<file path="src/rtl/pgrade_pkg.sv">
// Shared types and constant helpers for the pattern grader.
// Assumes bursts of at most 64 bits.
package pgrade_pkg;

    typedef enum logic [1:0] {
        GR_MATCH = 2'b00,
        GR_SHORT = 2'b01,
        GR_SKEW  = 2'b10,
        GR_FAIL  = 2'b11
    } grade_t;

    typedef enum logic [1:0] {
        PH_IDLE   = 2'b00,
        PH_RUN    = 2'b01,
        PH_REPORT = 2'b10
    } phase_t;

    // Position of the lowest set bit among the first n bits, n if none.
    function automatic int lowest_one(input logic [63:0] v, input int n);
        int r;
        r = n;
        for (int i = n - 1; i >= 0; i--) begin
            if (v[i]) r = i;
        end
        return r;
    endfunction

    // Position of the highest set bit among the first n bits, 0 if none.
    function automatic int highest_one(input logic [63:0] v, input int n);
        int r;
        r = 0;
        for (int i = 0; i < n; i++) begin
            if (v[i]) r = i;
        end
        return r;
    endfunction

    // Number of set bits among the first n bits.
    function automatic int count_ones(input logic [63:0] v, input int n);
        int r;
        r = 0;
        for (int i = 0; i < n; i++) begin
            if (v[i]) r++;
        end
        return r;
    endfunction

endpackage

</file>
<file path="src/rtl/burst_source.sv">
// Serialises the reference burst onto the launch pin, LSB first.
// Assumes load and shift are never high in the same cycle.
module burst_source #(
    parameter int                   BURST_LEN = 12,
    parameter logic [BURST_LEN-1:0] BURST     = 12'h699
) (
    input  logic clk,
    input  logic rst_n,
    input  logic load_i,
    input  logic shift_i,
    output logic launch_o
);

    logic [BURST_LEN-1:0] sreg;

    // Load the burst on start, then drain one bit per run cycle.
    always_ff @(posedge clk) begin
        if (!rst_n) begin
            sreg <= '0;
        end else if (load_i) begin
            sreg <= BURST;
        end else if (shift_i) begin
            sreg <= sreg >> 1;
        end
    end

    assign launch_o = shift_i & sreg[0];


    burst_drain_chk: assert property (@(posedge clk) disable iff (!rst_n)
        (shift_i && !load_i) |=> ($countones(sreg) <= $past($countones(sreg))));

endmodule

</file>
<file path="src/rtl/tap_monitor.sv">
// Watches the chain tap during a run. It records the cycle of the first one,
// counts ones (saturating), and flags any spacing mismatch against the burst.
// Assumes clear_i arrives before the first sample of each run.
module tap_monitor
    import pgrade_pkg::*;
#(
    parameter int                   BURST_LEN = 12,
    parameter logic [BURST_LEN-1:0] BURST     = 12'h699,
    parameter int                   RUN_W     = 19,
    parameter int                   ONE_W     = 5
) (
    input  logic             clk,
    input  logic             rst_n,
    input  logic             clear_i,
    input  logic             sample_i,
    input  logic [RUN_W-1:0] cyc_i,
    input  logic             tap_i,
    output logic             seen_o,
    output logic [RUN_W-1:0] first_o,
    output logic [ONE_W-1:0] ones_o,
    output logic             shape_ok_o
);

    localparam int FIRST_ONE = lowest_one(64'(BURST), BURST_LEN);
    localparam int LAST_ONE  = highest_one(64'(BURST), BURST_LEN);
    localparam int SPAN      = LAST_ONE - FIRST_ONE + 1;
    localparam int IDX_W     = (BURST_LEN > 1) ? $clog2(BURST_LEN) : 1;
    localparam logic [BURST_LEN-1:0] ALIGNED = BURST >> FIRST_ONE;
    localparam logic [ONE_W-1:0]     ONE_MAX = '1;

    logic [RUN_W-1:0] rel;
    logic             in_win;
    logic             ref_bit;

    // Offset of the current sample from the first arrival, and the burst bit due there.
    always_comb begin
        rel     = cyc_i - first_o;
        in_win  = rel < RUN_W'(SPAN);
        ref_bit = in_win ? ALIGNED[rel[IDX_W-1:0]] : 1'b0;
    end

    // Record the first arrival and track the count and spacing of ones.
    always_ff @(posedge clk) begin
        if (!rst_n || clear_i) begin
            seen_o     <= 1'b0;
            first_o    <= '0;
            ones_o     <= '0;
            shape_ok_o <= 1'b1;
        end else if (sample_i) begin
            if (tap_i && ones_o != ONE_MAX) begin
                ones_o <= ones_o + 1'b1;
            end
            if (!seen_o) begin
                if (tap_i) begin
                    seen_o  <= 1'b1;
                    first_o <= cyc_i;
                end
            end else if (in_win && (tap_i != ref_bit)) begin
                shape_ok_o <= 1'b0;
            end
        end
    end


    first_hold_chk: assert property (@(posedge clk) disable iff (!rst_n)
        (seen_o && !clear_i) |=> $stable(first_o));


    ones_mono_chk: assert property (@(posedge clk) disable iff (!rst_n)
        (sample_i && !clear_i) |=> (ones_o >= $past(ones_o)));

endmodule

</file>
<file path="src/rtl/grade_decider.sv">
// Turns the monitor's run record into grade, measured delay and missing count.
// Assumes the expected delay plus the window fits the delay width.
module grade_decider
    import pgrade_pkg::*;
#(
    parameter int                   BURST_LEN = 12,
    parameter logic [BURST_LEN-1:0] BURST     = 12'h699,
    parameter int                   CNT_W     = 18,
    parameter int                   RUN_W     = 19,
    parameter int                   ONE_W     = 5
) (
    input  logic             seen_i,
    input  logic [RUN_W-1:0] first_i,
    input  logic [ONE_W-1:0] ones_i,
    input  logic             shape_ok_i,
    input  logic [CNT_W-1:0] exp_i,
    output grade_t           grade_o,
    output logic [CNT_W-1:0] delay_o,
    output logic [CNT_W-1:0] missing_o
);

    localparam int FIRST_ONE = lowest_one(64'(BURST), BURST_LEN);
    localparam int N_ONES    = count_ones(64'(BURST), BURST_LEN);

    logic [RUN_W-1:0] meas;
    logic [RUN_W-1:0] expw;
    logic             early;

    // Classify the run and derive the delay figures.
    always_comb begin
        meas      = first_i - RUN_W'(FIRST_ONE);
        expw      = {{(RUN_W-CNT_W){1'b0}}, exp_i};
        early     = first_i < RUN_W'(FIRST_ONE);
        grade_o   = GR_FAIL;
        delay_o   = '0;
        missing_o = '0;
        if (seen_i && !early) begin
            delay_o = meas[CNT_W-1:0];
            if (ones_i == ONE_W'(N_ONES)) begin
                if (!shape_ok_i) begin
                    grade_o = GR_SKEW;
                end else if (meas == expw) begin
                    grade_o = GR_MATCH;
                end else if (meas < expw) begin
                    grade_o   = GR_SHORT;
                    missing_o = CNT_W'(expw - meas);
                end
            end
        end
    end

endmodule

</file>
<file path="src/rtl/pattern_grader.sv">
// Top of the grader. It sequences idle, run and report, holds the run cycle
// count and the captured expected delay, and presents one result per run.
// Assumes expected_i + BURST_LEN + MARGIN stays below 2**CNT_W.
module pattern_grader
    import pgrade_pkg::*;
#(
    parameter int                   CNT_W     = 18,
    parameter int                   BURST_LEN = 12,
    parameter logic [BURST_LEN-1:0] BURST     = 12'h699,
    parameter int                   MARGIN    = 16
) (
    input  logic             clk,
    input  logic             rst_n,
    input  logic             start_i,
    input  logic [CNT_W-1:0] expected_i,
    output logic             launch_o,
    input  logic             tap_i,
    output logic             done_o,
    output logic [1:0]       grade_o,
    output logic [CNT_W-1:0] delay_o,
    output logic [CNT_W-1:0] missing_o
);

    localparam int              RUN_W = CNT_W + 1;
    localparam int              ONE_W = $clog2(BURST_LEN + 1) + 1;
    localparam logic [RUN_W-1:0] EXTRA = RUN_W'(BURST_LEN + MARGIN);

    phase_t           phase;
    logic [RUN_W-1:0] cyc;
    logic [CNT_W-1:0] exp_q;
    logic [RUN_W-1:0] tmo;
    logic             accept;
    logic             sample;

    logic             seen;
    logic [RUN_W-1:0] first_cyc;
    logic [ONE_W-1:0] ones;
    logic             shape_ok;
    grade_t           dec_grade;
    logic [CNT_W-1:0] dec_delay;
    logic [CNT_W-1:0] dec_missing;

    // Run length and control strobes.
    always_comb begin
        tmo    = {1'b0, exp_q} + EXTRA;
        accept = (phase == PH_IDLE) && start_i;
        sample = (phase == PH_RUN);
    end

    // Phase sequencing, run cycle count and expected-delay capture.
    always_ff @(posedge clk) begin
        if (!rst_n) begin
            phase <= PH_IDLE;
            cyc   <= '0;
            exp_q <= '0;
        end else begin
            case (phase)
                PH_IDLE: begin
                    if (start_i) begin
                        phase <= PH_RUN;
                        cyc   <= '0;
                        exp_q <= expected_i;
                    end
                end
                PH_RUN: begin
                    cyc <= cyc + 1'b1;
                    if (cyc == tmo - 1'b1) begin
                        phase <= PH_REPORT;
                    end
                end
                default: phase <= PH_IDLE;
            endcase
        end
    end

    burst_source #(
        .BURST_LEN(BURST_LEN),
        .BURST    (BURST)
    ) u_src (
        .clk     (clk),
        .rst_n   (rst_n),
        .load_i  (accept),
        .shift_i (sample),
        .launch_o(launch_o)
    );

    tap_monitor #(
        .BURST_LEN(BURST_LEN),
        .BURST    (BURST),
        .RUN_W    (RUN_W),
        .ONE_W    (ONE_W)
    ) u_mon (
        .clk       (clk),
        .rst_n     (rst_n),
        .clear_i   (accept),
        .sample_i  (sample),
        .cyc_i     (cyc),
        .tap_i     (tap_i),
        .seen_o    (seen),
        .first_o   (first_cyc),
        .ones_o    (ones),
        .shape_ok_o(shape_ok)
    );

    grade_decider #(
        .BURST_LEN(BURST_LEN),
        .BURST    (BURST),
        .CNT_W    (CNT_W),
        .RUN_W    (RUN_W),
        .ONE_W    (ONE_W)
    ) u_dec (
        .seen_i    (seen),
        .first_i   (first_cyc),
        .ones_i    (ones),
        .shape_ok_i(shape_ok),
        .exp_i     (exp_q),
        .grade_o   (dec_grade),
        .delay_o   (dec_delay),
        .missing_o (dec_missing)
    );

    // Result outputs are live only during the report cycle.
    always_comb begin
        done_o    = (phase == PH_REPORT);
        grade_o   = done_o ? dec_grade   : 2'b00;
        delay_o   = done_o ? dec_delay   : '0;
        missing_o = done_o ? dec_missing : '0;
    end


    first_bit_chk: assert property (@(posedge clk) disable iff (!rst_n)
        accept |=> (launch_o == BURST[0]));


    exp_hold_chk: assert property (@(posedge clk) disable iff (!rst_n)
        (phase == PH_RUN) |=> $stable(exp_q));


    done_pulse_chk: assert property (@(posedge clk) disable iff (!rst_n)
        done_o |=> !done_o);


    match_exact_chk: assert property (@(posedge clk) disable iff (!rst_n)
        (done_o && grade_o == GR_MATCH) |-> (missing_o == '0 && delay_o == exp_q));


    short_sum_chk: assert property (@(posedge clk) disable iff (!rst_n)
        (done_o && grade_o == GR_SHORT) |->
            (missing_o != '0 && CNT_W'(missing_o + delay_o) == exp_q));


    fail_nomiss_chk: assert property (@(posedge clk) disable iff (!rst_n)
        (done_o && grade_o == GR_FAIL) |-> (missing_o == '0));

endmodule

</file>
<file path="config.mk">
export PLATFORM = sky130hd
export DESIGN_NAME = pattern_grader
export DESIGN_NICKNAME = d
export VERILOG_FILES = /design/src/rtl/pgrade_pkg.sv /design/src/rtl/burst_source.sv /design/src/rtl/tap_monitor.sv /design/src/rtl/grade_decider.sv /design/src/rtl/pattern_grader.sv
export SDC_FILE = /design/constraint.sdc
export NUM_CORES = 1
export LEC_CHECK = 0
export BUFFER_PORTS_ARGS = -buffer_cell sky130_fd_sc_hd__buf_2
export CAP_MARGIN = 30
export CORE_MARGIN = 2
export CORE_UTILIZATION = 35
export DETAILED_ROUTE_END_ITERATION = 10
export GPL_TIMING_DRIVEN = 0
export PLACE_DENSITY = 0.6
export SLEW_MARGIN = 20
export SYNTH_ARGS = -nofsm -noshare
export SYNTH_HDL_FRONTEND = slang
export SYNTH_SLANG_ARGS = --single-unit
</file>
<file path="constraint.sdc">
create_clock -name clk -period 4.2 [get_ports clk]
set_input_delay 1.26 -clock clk [delete_from_list [all_inputs] [get_ports clk]]
set_output_delay 1.26 -clock clk [all_outputs]
set_load 0.02 [all_outputs]
</file>
==> results of run 1 <==
[power by group]
part           internal, mW  switching, mW  total, mW
Combinational         0.149          0.233      0.382
Clock                 0.467          0.340      0.807
Sequential            0.740         0.0259      0.766
Total                  1.36          0.600       1.96
[cell families (layout without fill, tap and decap cells)]
| kind of cell | Yosys count | count (layout) | synth area share (%) |
|---|---|---|---|
| AND/OR/NAND/NOR | 346 | 346 | 26.75 |
| multiplexers | 3 | 3 | 0.4849 |
| buffers and inverters | 97 | 183 | 6.364 |
| AO/OA/AOI/OAI | 207 | 207 | 22.40 |
| adder cells (fa/ha/maj) | 60 | 60 | 12.36 |
| XOR/XNOR | 50 | 50 | 7.071 |
| flip-flops | 76 | 76 | 24.57 |
[sequential cells by signal (all words and copies together) (netlist names)]
register,cells
exp_q,18
u_mon.shape_ok_o,1
phase,2
u_mon.first_o,19
u_mon.seen_o,1
cyc,19
u_src.sreg,11
u_mon.ones_o,5
[per-stage QoR]
stage               hold WS, ns  utilization [%]
CTS                      0.4559            42.11
finish                   0.4578            43.53
global route             0.4652            43.53
detailed placement       0.4464            39.24
global placement         0.4417            39.17
floorplan                0.4321                -
[path summary, 6_finish.rpt]
kind	cells past startpoint	startpoint	endpoint	slack [ns]
min	2	u_src.sreg[1]$_SDFFE_PP0P_	u_src.sreg[1]$_SDFFE_PP0P_	0.46
max reg2reg	11	u_mon.first_o[0]$_SDFFE_PP0P_	u_mon.shape_ok_o$_SDFFE_PP1P_	1.10
min reg2reg	2	u_src.sreg[1]$_SDFFE_PP0P_	u_src.sreg[1]$_SDFFE_PP0P_	0.46
max	12	exp_q[8]$_SDFFE_PN0P_	missing_o[10]	-0.02
[per-layer routing]
metal | GRT usage, % | share of wire (%)
met1 | 28.65 | 47
met2 | 31.84 | 44
met3 | 3.778 | 7.0
met4 | 6.701 | 2.5
met5 | 0 | 0
[synthesized netlist by cell type (7+ instances only)]
cell / number / area, sq um
a21boi_0: 26 / 195.2
a21o_1: 12 / 90.09
a21oi_1: 62 / 310.3
a31oi_1: 7 / 43.79
and2_1: 13 / 81.33
and3_1: 32 / 200.2
clkbuf_1: 28 / 105.1
dfxtp_1: 76 / 1521
ha_1: 58 / 725.7
inv_1: 62 / 232.7
nand2_1: 131 / 491.7
nand3_1: 27 / 135.1
nand4_1: 10 / 62.56
nor2_1: 63 / 236.5
nor3_1: 24 / 120.1
nor3b_1: 7 / 52.55
o21a_1: 8 / 60.06
o21ai_0: 36 / 180.2
or3_1: 9 / 56.30
xnor2_1: 31 / 271.5
xor2_1: 19 / 166.4
[worst register-to-register path: stages, from the launching register on]
cell and delay (ns):
dfxtp_1 0.43, ha_1 0.21, inv_1 0.06, fa_1 0.42
a211oi_2 0.21, o21ai_1 0.17, a211o_1 0.32, o41ai_4 0.32
o41ai_2 0.13, or3_1 0.31, a221oi_1 0.31, a21oi_1 0.10
[what timing repair did]
| action | 4_1_cts | 5_1_grt |
|---|---|---|
| resized for setup | 53 | 59 |
| buffers inserted | 2 | 5 |
| gates cloned | 1 | 1 |
| endpoints found under the setup margin | 19 | 18 |
| pin swaps | 7 | 21 |
[final cells by class]
type | count | area [sq um] | share of cell area, %
Buffer | 35 | 181.4 | 2.409
Sequential cell | 76 | 1560 | 20.72
Multi-Input combinational cell | 666 | 4497 | 59.72
Inverter | 62 | 235.2 | 3.124
Timing Repair Buffer | 70 | 473.0 | 6.281
Clock buffer | 10 | 229.0 | 3.041
Clock inverter | 6 | 72.57 | 0.9638
Tap cell | 225 | 281.5 | 3.739
==> results.toml, run 1 <==
[timing]
period_share_pct = 100.5
rsz0062_at_grt = "yes"
tns_ns = -0.09771
max_freq_mhz = 236.8
slew_viol_final = 0
slew_headroom_pct = 37.92
fin_crit_ns = 4.222
hold_viol_final = 0
worstMarginPinSlew_ns = 0.9278
fin_skew_ns = 0.009485
fin_ws_ns = -0.02240
setup_viol = 7

[power_and_ir_drop]
power.total_mw = 1.956
leakage_nw = 3.104
pwr_density_cell_nw_per_um2 = 259.8
ir_drop_uv = 208.5

[detailed_routing]
drt_iter0_markers = 560
post_drt_wl_per_cell_um = 16.60
drc = 0
vias = 6192
drt-total-wl_um = 19090
via_per_inst = 5.384
firstDrtPassIters = 5
antenna_left = 0

[clock_tree]
clk_pin_slew_ns = 0.07
root_buffer = "clkbuf_16"
numCtsBuffers = 9
hold_buffers = 0
htreeDepth = 3
clk_path_buf_depth = 2
clock_latency_ns = 0.35
cts_tree = "yes"
cts_sinks = 76

[yosys]
syn_area_sq_um = 6193
ys_types = 65
async_flop_share_pct = 0
synth-edff-count = 0
ys_ff_latch = 76
ys.warnings.count = 0
avgSynthCellArea_sq_um = 7.382
seq_area_frac_synth_pct = 24.57
synthesis.instances = 839
synth-main-ff-cell = "dfxtp_1"
synth_nets = 921

[floorplan]
core_area_sq_um = 17300
die-area_sq_um = 18780
die_h_um = 137.0
initial_core_util_pct = 35.81
dieWidth_um = 137.0
io_pins = 62
rows = 48

[global_routing]
grt_max_degree = 15
globalRouteOverflowTotal = 0
antenna_found_initial = 0
grt_pass1_vias = 5575
grt_pass1_wl_um = 29700
gr-usage-all-layers_pct = 20.55

[worst_setup_path]
slowest_delay_ns = 0.43
cpMostUsedCell = "a21o_1"
cp_top_family = "compound AO/OA/AOI/OAI gates"
path_buf_inv = 4
worstSetupStartpointType = "flop"
worstPathArrival_ns = 2.96
cp_cell_sequence = "inv_4 > ha_4 > a21o_1 > a21o_1 > a21oi_2 > o21ai_1 > a2111o_1 > or3_4 > buf_8 > clkbuf_16 > nor2_4 > buf_6"
worstPathRequired_ns = 2.94
crit_path_end_kind = "output pin"
cp_slowest_cell = "a2111o_1"
crit_type = "reg -> out"
worst-path-max-fanout = 6

[final_layout]
areaGrowthSynthToFinish_pct = 21.58
mostFrequentLayoutCells = "130 x nand2_1, 61 x dfxtp_1, 58 x inv_1, 58 x a21oi_1, 53 x nor2_1"
fin_nets = 1002
fin_area_sq_um = 7530
antenna_cells = 0
layout_commonest_cell = "nand2_1"
n_fill_cell = 1783
layout.cells.non_filler = 1150
drive_gt1_share_pct = 17.41

[place]
dp_slack_ns = -0.04161
port_buffers = 60
placed_cells = 1125
placed_cell_area_sq_um = 6788
globalplace.congestion = 0.8934
dpl.hpwl_um = 14680

[status]
violations = "setup timing"
status = "complete, but fails checks"

[worst_hold_path]
worst_hold_path_type = "reg -> reg"

[flow_run]
drv_cap = 0
Power figures use the tool's default switching activity.
==> inputs of run 2 (changes only) <==
--- a/config.mk
+++ b/config.mk
@@ -8,10 +8,10 @@
 export BUFFER_PORTS_ARGS = -buffer_cell sky130_fd_sc_hd__buf_2
 export CAP_MARGIN = 30
 export CORE_MARGIN = 2
-export CORE_UTILIZATION = 35
+export CORE_UTILIZATION = 30
 export DETAILED_ROUTE_END_ITERATION = 10
 export GPL_TIMING_DRIVEN = 0
-export PLACE_DENSITY = 0.6
+export PLACE_DENSITY = 0.54
 export SLEW_MARGIN = 20
 export SYNTH_ARGS = -nofsm -noshare
 export SYNTH_HDL_FRONTEND = slang
==> run 2 against run 1 <==
Net effect: the run now ends clean; worst hold slack got worse by 0.0034 ns; maximum frequency rose by 1.6%; via count shrank 1.8%; die area grew 16%; core utilization decreased by 7.0 points; flip-flop and latch count unchanged; count of clock-buffer cells in the layout shrank 1; setup slack improved by 0.066 ns; largest power group is now sequential cells; highest routed layer unchanged.
==> results.toml, run 2 (synthesis results as in run 1) <==
[place]
dp_slack_ns = -0.02771
dpl.hpwl_um = 15320
globalplace.congestion = 0.8699
port_buffers = 60

[timing]
hold_viol_final = 0
fin_crit_ns = 4.156
slew_headroom_pct = 39.30
holdWs_ns = 0.4544
setup_viol = 0
period_share_pct = 98.95
max_freq_mhz = 240.6
slew_viol_final = 0
fin_skew_ns = 0.008338
fin_ws_ns = 0.04397
rsz0062_at_grt = "yes"
worstMarginPinSlew_ns = 0.9071

[clock_tree]
clk_path_buf_depth = 2
numCtsBuffers = 9
cts_tree = "yes"
clock_latency_ns = 0.36
htreeDepth = 3
root_buffer = "clkbuf_16"
cts_sinks = 76
clk_pin_slew_ns = 0.06
hold_buffers = 0

[final_layout]
antenna_cells = 0
mostFrequentLayoutCells = "130 x nand2_1, 60 x inv_1, 60 x dfxtp_1"
drive_gt1_share_pct = 16.10
fin_nets = 997
areaGrowthSynthToFinish_pct = 19.43
final_util_pct = 36.56
n_fill_cell = 2185
largestRegisters = "cyc (19), u_mon.first_o (19), exp_q (18)"
layout_commonest_cell = "nand2_1"

[status]
status = "complete, no violations"

[detailed_routing]
drt-total-wl_um = 19640
drc = 0
drt_iter0_markers = 393
via_per_inst = 5.114
vias = 6081
post_drt_wl_per_cell_um = 16.52
antenna_left = 0
firstDrtPassIters = 5

[worst_setup_path]
crit_type = "reg -> out"
timing.rr.start = "cyc[0]$_SDFFE_PN0P_"
worstPathRequired_ns = 2.94
ff2ff_setup_slack_ns = 1.11
worstSetupStartpointType = "flop"
worst-path-max-fanout = 10
reg2reg_to = "u_mon.shape_ok_o$_SDFFE_PP1P_"
worstPathArrival_ns = 2.90
crit_path_end_kind = "output pin"
reg2reg_depth = 12

[power_and_ir_drop]
pwr_density_cell_nw_per_um2 = 251.3
ir_drop_uv = 217.1
leakage_nw = 3.033
power.total_mw = 1.859

[floorplan]
die-area_sq_um = 21810
dieWidth_um = 147.7
die_h_um = 147.7
io_pins = 62
core_area_sq_um = 20230
initial_core_util_pct = 30.61
rows = 52

[flow_run]
drv_cap = 0

[global_routing]
antenna_found_initial = 0
globalRouteOverflowTotal = 0
gr-usage-all-layers_pct = 18.27
grt_max_degree = 14
grt_pass1_vias = 5758
grt_pass1_wl_um = 31280

[worst_hold_path]
worst_hold_path_type = "reg -> reg"
whs_endpoint = "u_src.sreg[5]$_SDFFE_PP0P_"
hold_depth = 2
hold_start = "u_src.sreg[5]$_SDFFE_PP0P_"
run 2: where the power goes:
group          switching (mW)  internal (mW)  leakage [nW]  total [mW]
combinational           0.221          0.145          2.28       0.366
clock                   0.329          0.396         0.124       0.726
sequential             0.0276          0.739         0.628       0.767
total                   0.578           1.28          3.03        1.86
run 2: through the flow:
stage / instance area, sq um / TNS [ns] / std cells
detailed placement: 6844 / -0.1889 / 1170
finish: 7397 / 0 / 1189
global route: 7397 / -0.1877 / 1189
global placement: 6832 / -0.3482 / 1169
CTS: 7295 / 0 / 1187
floorplan: 6193 / 0 / 839
run 2: area by class of cell:
cell class	count	area [sq um]	share of cell area [%]
Sequential cell	76	1572	21.24
Inverter	62	232.7	3.146
Tap cell	270	337.8	4.567
Buffer	34	163.9	2.216
Multi-Input combinational cell	666	4438	60.00
Timing Repair Buffer	66	386.6	5.227
Clock buffer	9	225.2	3.045
Clock inverter	6	41.29	0.5582
run 2: worst max path at each step:
stage	startpoint	to	slack, ns
6_report	exp_q[8]$_SDFFE_PN0P_	missing_o[13]	0.04
3_3_place_gp	exp_q[8]$_SDFFE_PN0P_	missing_o[13]	-0.04
3_5_place_dp	exp_q[8]$_SDFFE_PN0P_	missing_o[13]	-0.03
4_1_cts	exp_q[10]$_SDFFE_PN0P_	missing_o[13]	0.0003
5_1_grt	exp_q[0]$_SDFFE_PN0P_	missing_o[10]	-0.05
2_1_floorplan	exp_q[12]$_SDFFE_PN0P_	missing_o[3]	0.20
run 2: metal layers:
metal	vias to the layer above	GRT usage, %	part of all wire [%]
li1	3070	-	-
met1	2840	26.07	49
met2	146	28.19	43
met3	25	2.963	5.5
met4	0	5.625	2.1
met5	-	0	0
run 2: what timing repair did:
action | in CTS | in global routing
setup buffers | 2 | 3
gates cloned | 1 | 0
setup endpoints to repair | 19 | 17
gates resized for setup | 48 | 31
pin swaps | 9 | 7
run 2: worst max-delay path: stages (launching register included):
cell      delay [ns]
dfxtp_4         0.34
inv_1           0.06
ha_4            0.25
a21o_1          0.18
a21o_1          0.18
a21oi_2         0.15
o21ai_1         0.09
a2111o_1        0.38
or3_4           0.34
buf_6           0.15
buf_6           0.15
nor2_1          0.11
buf_4           0.15
